## config.mk

```make
export PLATFORM = sky130hd
export DESIGN_NAME = rs485_turnaround
export DESIGN_NICKNAME = d
export VERILOG_FILES = /design/src/rtl/rs485_turn_pkg.sv /design/src/rtl/turn_delay_cnt.sv /design/src/rtl/turn_ctrl.sv /design/src/rtl/rs485_turnaround.sv
export SDC_FILE = /design/constraint.sdc
export NUM_CORES = 1
export LEC_CHECK = 0
export BUFFER_PORTS_ARGS = -buffer_cell sky130_fd_sc_hd__buf_4
export CAP_MARGIN = 15
export CORE_UTILIZATION = 46
export CTS_BUF_LIST = sky130_fd_sc_hd__clkbuf_4 sky130_fd_sc_hd__clkbuf_8 sky130_fd_sc_hd__clkbuf_16
export CTS_CLUSTER_SIZE = 30
export DETAILED_ROUTE_END_ITERATION = 7
export PLACE_DENSITY = 0.77
export SETUP_SLACK_MARGIN = 0.1
export SKIP_LAST_GASP = 1
export SYNTH_ARGS = -nofsm -noshare
export SYNTH_HDL_FRONTEND = slang
export SYNTH_SLANG_ARGS = --single-unit
export TNS_END_PERCENT = 5
```

## constraint.sdc

```tcl
create_clock -name clk -period 1.7 [get_ports clk]
set_input_delay 0.34 -clock clk [delete_from_list [all_inputs] [get_ports clk]]
set_output_delay 0.34 -clock clk [all_outputs]
set_load 0.05 [all_outputs]
```

## src/rtl/rs485_turn_pkg.sv

```systemverilog
package rs485_turn_pkg;
  typedef enum logic [1:0] {
    ST_IDLE = 2'd0,
    ST_SEND = 2'd1,
    ST_HOLD = 2'd2
  } turn_state_e;
endpackage

```

## src/rtl/turn_delay_cnt.sv

```systemverilog
// Down-counter timing the driver hold in baud ticks.
module turn_delay_cnt #(
  parameter int CNT_W = 8
) (
  input  logic             clk,
  input  logic             rst,
  input  logic             load,
  input  logic             cancel,
  input  logic             tick,
  input  logic [CNT_W-1:0] load_val,
  output logic [CNT_W-1:0] cnt,
  output logic             expire
);
  localparam logic [CNT_W-1:0] ONE  = CNT_W'(1);
  localparam logic [CNT_W-1:0] ZERO = '0;

  always_ff @(posedge clk) begin
    if (rst) begin
      cnt <= ZERO;
    end else if (cancel) begin
      cnt <= ZERO;
    end else if (load) begin
      cnt <= load_val;
    end else if (tick && (cnt != ZERO)) begin
      cnt <= cnt - ONE;
    end
  end

  assign expire = tick && !load && !cancel && (cnt == ONE);

  AST_CNT_STABLE: assert property (@(posedge clk) disable iff (rst)
    (!tick && !load && !cancel) |=> $stable(cnt));
endmodule

```

## src/rtl/turn_ctrl.sv

```systemverilog
// State machine: sending, holding after the last stop bit, idle.
module turn_ctrl
  import rs485_turn_pkg::*;
(
  input  logic        clk,
  input  logic        rst,
  input  logic        tx_busy,
  input  logic        stop_done,
  input  logic        fifo_empty,
  input  logic        dly_zero,
  input  logic        expire,
  output logic        load,
  output logic        cancel,
  output logic        drive_nxt,
  output logic        done_nxt,
  output turn_state_e state
);
  turn_state_e state_nxt;
  logic        last_stop;

  assign last_stop = stop_done && fifo_empty;

  always_comb begin
    state_nxt = state;
    unique case (state)
      ST_IDLE: if (tx_busy) state_nxt = ST_SEND;
      ST_SEND: if (last_stop) state_nxt = dly_zero ? ST_IDLE : ST_HOLD;
      ST_HOLD: begin
        if (tx_busy)     state_nxt = ST_SEND;
        else if (expire) state_nxt = ST_IDLE;
      end
      default: state_nxt = ST_IDLE;
    endcase
  end

  always_ff @(posedge clk) begin
    if (rst) state <= ST_IDLE;
    else     state <= state_nxt;
  end

  assign load      = (state == ST_SEND) && last_stop && !dly_zero;
  assign cancel    = (state == ST_HOLD) && tx_busy;
  assign drive_nxt = (state_nxt != ST_IDLE);
  assign done_nxt  = (state != ST_IDLE) && (state_nxt == ST_IDLE);

  AST_CANCEL_KEEPS: assert property (@(posedge clk) disable iff (rst)
    ((state == ST_HOLD) && tx_busy) |=> (state == ST_SEND));
endmodule

```

## src/rtl/rs485_turnaround.sv

```systemverilog
module rs485_turnaround
  import rs485_turn_pkg::*;
#(
  parameter int DLY_W = 8
) (
  input  logic             clk,
  input  logic             rst,
  input  logic             bit_tick,
  input  logic             tx_busy,
  input  logic             stop_done,
  input  logic             fifo_empty,
  input  logic [DLY_W-1:0] dly_val,
  input  logic             pol_low,
  output logic             dir_pin,
  output logic             turn_done
);
  logic             load, cancel, expire, drive_nxt, done_nxt, dly_zero;
  logic [DLY_W-1:0] cnt;
  turn_state_e      state;

  assign dly_zero = (dly_val == '0);

  turn_ctrl u_ctrl (
    .clk(clk), .rst(rst), .tx_busy(tx_busy), .stop_done(stop_done),
    .fifo_empty(fifo_empty), .dly_zero(dly_zero), .expire(expire),
    .load(load), .cancel(cancel), .drive_nxt(drive_nxt),
    .done_nxt(done_nxt), .state(state)
  );

  turn_delay_cnt #(.CNT_W(DLY_W)) u_cnt (
    .clk(clk), .rst(rst), .load(load), .cancel(cancel), .tick(bit_tick),
    .load_val(dly_val), .cnt(cnt), .expire(expire)
  );

  // Registered pin; pin level = drive XOR active-low select.
  always_ff @(posedge clk) begin
    if (rst) begin
      dir_pin   <= pol_low;
      turn_done <= 1'b0;
    end else begin
      dir_pin   <= drive_nxt ^ pol_low;
      turn_done <= done_nxt;
    end
  end

  AST_BUSY_DRIVES: assert property (@(posedge clk) disable iff (rst)
    tx_busy |=> (dir_pin == !$past(pol_low)));
  AST_DONE_RELEASED: assert property (@(posedge clk) disable iff (rst)
    turn_done |-> (dir_pin == $past(pol_low)));
  AST_DONE_PULSE: assert property (@(posedge clk) disable iff (rst)
    turn_done |=> !turn_done);
  AST_HOLD_COUNT: assert property (@(posedge clk) disable iff (rst)
    (state == ST_HOLD) |-> (cnt != '0));
endmodule

```

# Word-level counts from Yosys, hierarchy flattened
# Index checks and enable logic that the tools add are counted.
# op_classes
addsub	1
mul	0
div	0
n_lt_le_gt_ge	0
eq_ne	3
shifts	0
mux	9
bitwise_logic	1
reduce_logical	20
# ops
cell	n
8-bit two-way mux	2
2-bit two-way mux	5
1-bit logical AND	9
8-bit by 1-bit equality test with 1-bit output, second input constant	1
8-bit zero test	1
8-bit nonzero test	1
8-bit by 1-bit subtractor with 8-bit output, second input constant	1
2-bit case mux with 3 select lines	1
2-bit nonzero test	3
2-bit zero test	2
1-bit zero test	3
2-bit by 1-bit equality test with 1-bit output, second input constant	1
2-bit equality test, second input constant	1
2-bit OR reduction	1
1-bit two-way mux	1
1-bit XOR	1
# word_totals
ff_bits	12
latch_bits	0
ram_bits	0
rom_bits	0
output_inout_bits	2
mem_count	0

# Longest topological paths before layout
# depth
depth_word	13
mapped_depth	6

# Modules after synthesis
# From an unflattened synthesis, not the netlist that was laid out.
# unflattened
cells_unflattened	97
hier_area_um2	785.8
# modules_own_cells
module	n_inst	cells_per_inst	area_each_um2	seq_area_each_um2
turn_delay_cnt	1	70	568.0	160.2
turn_ctrl	1	19	137.6	40.0
rs485_turnaround	1	8	80.1	40.0

# Worst setup path before layout
# Ideal clock, no wire load.
# synth_path
path_type	register to register
from	register u_cnt.cnt[0]
to	register u_cnt.cnt[1]
setup_ps	73
t_arrival_ps	1690
t_required_ps	1627
setup_slack_ps	-63
path_stages_with_launch	7
n_path_buf	0
path_cell_list	dfxtp_1 > inv_1 > ha_1 > or4b_1 > o21ai_1 > mux2_2 > o22ai_2
# synth_between
elab_chain_cells	3
word_cells_on_any_way	6
classes_between	1 x add/sub; 2 x mux; 3 x reduce/logical
# synth_lines
item	line_no	source
from (decl)	turn_delay_cnt.sv:11	output logic [CNT_W-1:0] cnt,
from (signal assigned)	turn_delay_cnt.sv:23	cnt <= load_val;
from (signal assigned)	turn_delay_cnt.sv:25	cnt <= cnt - ONE;
8-bit by 1-bit subtractor with 8-bit output / 8-bit nonzero test (equally long branches)	turn_delay_cnt.sv:25, turn_delay_cnt.sv:24	
8-bit two-way mux / 1-bit logical AND (equally long branches)	turn_delay_cnt.sv:24	end else if (tick && (cnt != ZERO)) begin
8-bit two-way mux / 2-bit nonzero test (equally long branches)	-	
# Several ways; a longest one is shown, not always the timed one. The select of a mux whose other input is x is not followed.
# A chain may end at the register's enable or synchronous reset.

# Final worst setup path
# layout_path
from	register u_cnt.cnt[1]
to	register u_cnt.cnt[1]
# The elaborated chain is that of the path after synthesis.

==> flow_results.xml <==
<?xml version="1.0" encoding="UTF-8"?>
<metrics>
  <group name="status">
    <metric name="status" unit="">finished with violations</metric>
    <metric name="violations_in_the_final_reports" unit="">negative setup slack</metric>
  </group>
  <group name="final_layout">
    <metric name="antenna_cells_inserted" unit="">0</metric>
    <metric name="area_of_combinational_cells_with_multiple_inputs" unit="µm²">523</metric>
    <metric name="fin_nets" unit="">128</metric>
    <metric name="post_synthesis_to_final_layout_area_growth" unit="%">41.6</metric>
    <metric name="final.fill_count" unit="">120</metric>
    <metric name="share_of_final_layout_standard_cells_stronger_than_drive_strength_1" unit="%">47.7</metric>
    <metric name="storage_cell_area" unit="µm²">243</metric>
    <metric name="final_core_utilization" unit="%">69.6</metric>
  </group>
  <group name="synth">
    <metric name="synthesis.area_per_instance" unit="µm²">9.38</metric>
    <metric name="ys_seq_elements" unit="">12</metric>
    <metric name="yosys.cell_types.count" unit="">35</metric>
    <metric name="synth_seq_area_share" unit="%">32.4</metric>
    <metric name="synth_enable_flop_cells" unit="">0</metric>
    <metric name="postSynthNetCount" unit="">97</metric>
    <metric name="synth-async-reset-ratio" unit="%">0</metric>
    <metric name="cells_after_synthesis" unit="">79</metric>
    <metric name="synth_top_flop_cell" unit="">sky130_fd_sc_hd__dfxtp_1</metric>
    <metric name="synthesis.yosys.warnings" unit="">0</metric>
    <metric name="synth.cell_area" unit="µm²">741</metric>
  </group>
  <group name="global_routing">
    <metric name="grt_start_max_net_pins" unit="">16</metric>
    <metric name="grt_antenna_before_repair" unit="">0</metric>
    <metric name="number_of_global_route_vias_before_repair" unit="">669</metric>
    <metric name="grt_first_pass_wirelength" unit="µm">2810</metric>
    <metric name="groute.usage.overall" unit="%">21.9</metric>
    <metric name="grt_overflow" unit="">0</metric>
  </group>
  <group name="setup_path">
    <metric name="reg2reg_setup_slack" unit="ps">-10</metric>
    <metric name="timing.critical_path.from_type" unit="">register</metric>
    <metric name="r2r-start" unit="">u_cnt.cnt[1]$_SDFFE_PP0P_</metric>
    <metric name="timing.reg2reg.worst_path_depth" unit="">6</metric>
    <metric name="cp_endpoint_kind" unit="">register</metric>
    <metric name="cp_cell_sequence" unit="">inv_2 -&gt; ha_4 -&gt; or4b_4 -&gt; o21ai_4 -&gt; mux2_4 -&gt; o22ai_2</metric>
    <metric name="critical-path-max-stage-delay" unit="ps">480</metric>
    <metric name="timing.setup.critical_path_class" unit="">register to register</metric>
    <metric name="cp_num_buf_inv" unit="">1</metric>
    <metric name="worst-path-max-fanout" unit="">3</metric>
    <metric name="crit_family" unit="">simple AND/OR/NAND/NOR gates</metric>
    <metric name="timing.critical_path.required" unit="ps">1900</metric>
    <metric name="critical-path-slowest-cell" unit="">sky130_fd_sc_hd__or4b_4</metric>
    <metric name="timing.rr.end" unit="">u_cnt.cnt[1]$_SDFFE_PP0P_</metric>
    <metric name="critPathArrivalTime" unit="ps">1920</metric>
  </group>
  <group name="clock_network">
    <metric name="max-clock-path-buffers" unit="">2</metric>
    <metric name="clock_tree.root_cell" unit="">sky130_fd_sc_hd__clkbuf_4</metric>
    <metric name="clkLatencyLatePin" unit="ps">280</metric>
    <metric name="tritoncts.num_buffers" unit="">3</metric>
    <metric name="tritoncts" unit="">done</metric>
    <metric name="hold_buffers" unit="">0</metric>
    <metric name="worst_setup_hold_path_clk_slew" unit="ps">80</metric>
    <metric name="cts-htree-levels" unit="">1</metric>
    <metric name="clock_sinks" unit="">12</metric>
  </group>
  <group name="sta">
    <metric name="hold_viol" unit="">0</metric>
    <metric name="skew" unit="ps">4.18</metric>
    <metric name="timing.final.max_slew_violations" unit="">0</metric>
    <metric name="timing_worst_slew_pin_value" unit="ps">334</metric>
    <metric name="setup_repair_after_global_routing_missed_its_margin" unit="">yes</metric>
    <metric name="fmaxAchievable" unit="GHz">0.584</metric>
    <metric name="timing.final.setup_violations" unit="">2</metric>
    <metric name="setup_ws" unit="ps">-13.6</metric>
    <metric name="layout_min_cycle_time" unit="ps">1710</metric>
    <metric name="layout_worst_path_cycle_share" unit="%">101</metric>
    <metric name="slew_headroom" unit="%">77.6</metric>
  </group>
  <group name="floorplan">
    <metric name="fp-row-count" unit="">14</metric>
    <metric name="start_util" unit="%">49.2</metric>
    <metric name="design.die.area" unit="µm²">1770</metric>
    <metric name="die-width" unit="µm">42.1</metric>
    <metric name="io_pins" unit="">17</metric>
    <metric name="chipHeight" unit="µm">42.1</metric>
    <metric name="coreArea" unit="µm²">1510</metric>
  </group>
  <group name="placed_design">
    <metric name="dp_hpwl" unit="µm">1340</metric>
    <metric name="place.port_buffers" unit="">16</metric>
    <metric name="gp_congestion" unit="">0.808</metric>
    <metric name="dpl_worst_slack" unit="ps">-71.0</metric>
  </group>
  <group name="worst_hold_path">
    <metric name="worst_hold_path.num_cells" unit="">2</metric>
    <metric name="whs_endpoint" unit="">dir_pin$_DFF_P_</metric>
    <metric name="timing.hold.worst.class" unit="">primary input to register</metric>
    <metric name="min_from" unit="">pol_low</metric>
  </group>
  <group name="pwr">
    <metric name="total_power" unit="W">0.00167</metric>
    <metric name="power.density_cell_area" unit="nW/µm²">1590</metric>
    <metric name="cellLeakagePower" unit="nW">0.432</metric>
    <metric name="irDropWorstVdd" unit="V">0.00116</metric>
  </group>
  <group name="routing">
    <metric name="postRouteWirelength" unit="µm">1830</metric>
    <metric name="antenna_violating_nets_post_route" unit="">0</metric>
    <metric name="viasPerCell" unit="">5.62</metric>
    <metric name="dr_total_vias" unit="">703</metric>
    <metric name="dr.first_iter.drc_count" unit="">13</metric>
    <metric name="route.detailed.drc" unit="">0</metric>
    <metric name="first_pass_iters" unit="">6</metric>
    <metric name="wl_per_cell" unit="µm">14.6</metric>
  </group>
  <group name="run">
    <metric name="timing.max_cap.violations" unit="">0</metric>
  </group>
</metrics>
==> final cells by class <==
type                       instances  area share [%]
multi-input combinational         63            49.9
sequential                        12            23.2
timing repair buffer              27            20.5
clock buffer                       4            3.46
tap                               16            1.91
inverter                           3            1.07
==> layer usage <==
layer / wire length [µm] / vias up / global-route usage (%)
li1: - / 355 / -
met1: 793 / 325 / 25.1
met2: 911 / 19 / 37.2
met3: 87 / 4 / 7.76
met4: 34 / 0 / 8.13
met5: 0 / - / 0
==> stage by stage <==
step,area (µm²),cells,hold WS [ps],setup TNS (ps)
after floorplan,781,79,409,0
after global placement,986,119,530,-67.4
after detailed placement,986,119,532,-259
after CTS,1040,125,230,-22.6
after global routing,1050,125,225,-160
final,1050,125,236,-21.4
==> cells by family after synthesis <==
| group | count (synthesis) | share of synthesized area [%] |
|---|---|---|
| AOI/OAI and AO/OA | 25 | 23.8 |
| xor gates and xnor gates | 4 | 4.73 |
| adders and majority gates | 3 | 5.07 |
| buffers and inverters | 4 | 3.55 |
| DFF | 12 | 32.4 |
| muxes | 2 | 2.87 |
| and+or+nand+nor | 29 | 27.5 |
==> cells in the final DEF (no fill, tap or decap), types with 2 or more instances in the layout <==
cell type | Yosys | routed
sky130_fd_sc_hd__ha_1 | 3 | 2
sky130_fd_sc_hd__or4_4 | 2 | 2
sky130_fd_sc_hd__nand2_1 | 3 | 3
sky130_fd_sc_hd__and2b_2 | 2 | 2
sky130_fd_sc_hd__a211oi_1 | 4 | 4
sky130_fd_sc_hd__o21ai_0 | 5 | 5
sky130_fd_sc_hd__nor3_1 | 2 | 2
sky130_fd_sc_hd__nor2_1 | 8 | 8
sky130_fd_sc_hd__or4b_4 | 1 | 2
sky130_fd_sc_hd__clkbuf_4 | 0 | 3
sky130_fd_sc_hd__a21oi_1 | 8 | 8
sky130_fd_sc_hd__buf_4 | 0 | 26
sky130_fd_sc_hd__xnor2_1 | 3 | 3
sky130_fd_sc_hd__dfxtp_1 | 12 | 10
sky130_fd_sc_hd__a31oi_1 | 2 | 2
sky130_fd_sc_hd__dfxtp_2 | 0 | 2
sky130_fd_sc_hd__inv_2 | 0 | 2
==> what timing repair did <==
| action | CTS | global route |
|---|---|---|
| endpoints found under the hold margin | 0 | 0 |
| resized for setup | 1 | 1 |
| pin swaps | 1 | 0 |
| setup buffers | 2 | 0 |
| setup endpoints to repair | 4 | 7 |
| cloned | 0 | 0 |
==> Yosys cell counts, types with 2 or more instances <==
cell / n / share of area [%]
sky130_fd_sc_hd__inv_1: 3 / 1.5
sky130_fd_sc_hd__and2b_2: 2 / 2.4
sky130_fd_sc_hd__o21ai_0: 5 / 3.4
sky130_fd_sc_hd__a31oi_1: 2 / 1.7
sky130_fd_sc_hd__dfxtp_1: 12 / 32
sky130_fd_sc_hd__a211oi_1: 4 / 4.1
sky130_fd_sc_hd__ha_1: 3 / 5.1
sky130_fd_sc_hd__nor2_1: 8 / 4.1
sky130_fd_sc_hd__nor3_1: 2 / 1.4
sky130_fd_sc_hd__or4_4: 2 / 3.0
sky130_fd_sc_hd__xnor2_1: 3 / 3.5
sky130_fd_sc_hd__nand2_1: 3 / 1.5
sky130_fd_sc_hd__a21oi_1: 8 / 5.4
==> report_power, final <==
part	switching [W]	internal [W]	total [W]
Clock	0.0000969	0.000130	0.000227
Sequential	0.0000987	0.000378	0.000476
Combinational	0.000452	0.000513	0.000965
Total	0.000648	0.00102	0.00167
==> how the worst max path moves through the flow <==
stage | start | endpoint | slack, ps | depth (start not counted)
floorplan | u_cnt.cnt[1]$_SDFFE_PP0P_ | u_cnt.cnt[1]$_SDFFE_PP0P_ | 50 | 6
global placement | dly_val[4] | u_cnt.cnt[3]$_SDFFE_PP0P_ | -30 | 6
detailed placement | dly_val[4] | u_cnt.cnt[3]$_SDFFE_PP0P_ | -70 | 6
CTS | u_cnt.cnt[1]$_SDFFE_PP0P_ | u_cnt.cnt[1]$_SDFFE_PP0P_ | -10 | 6
global route | u_cnt.cnt[1]$_SDFFE_PP0P_ | dir_pin$_DFF_P_ | -60 | 6
finish | u_cnt.cnt[1]$_SDFFE_PP0P_ | u_cnt.cnt[1]$_SDFFE_PP0P_ | -10 | 6
==> sequential cells by signal (all words and copies together), names as in the netlist <==
name	flops
u_ctrl.state	2
turn_done	1
dir_pin	1
u_cnt.cnt	8
No activity file was read; power rests on OpenSTA's default activity.
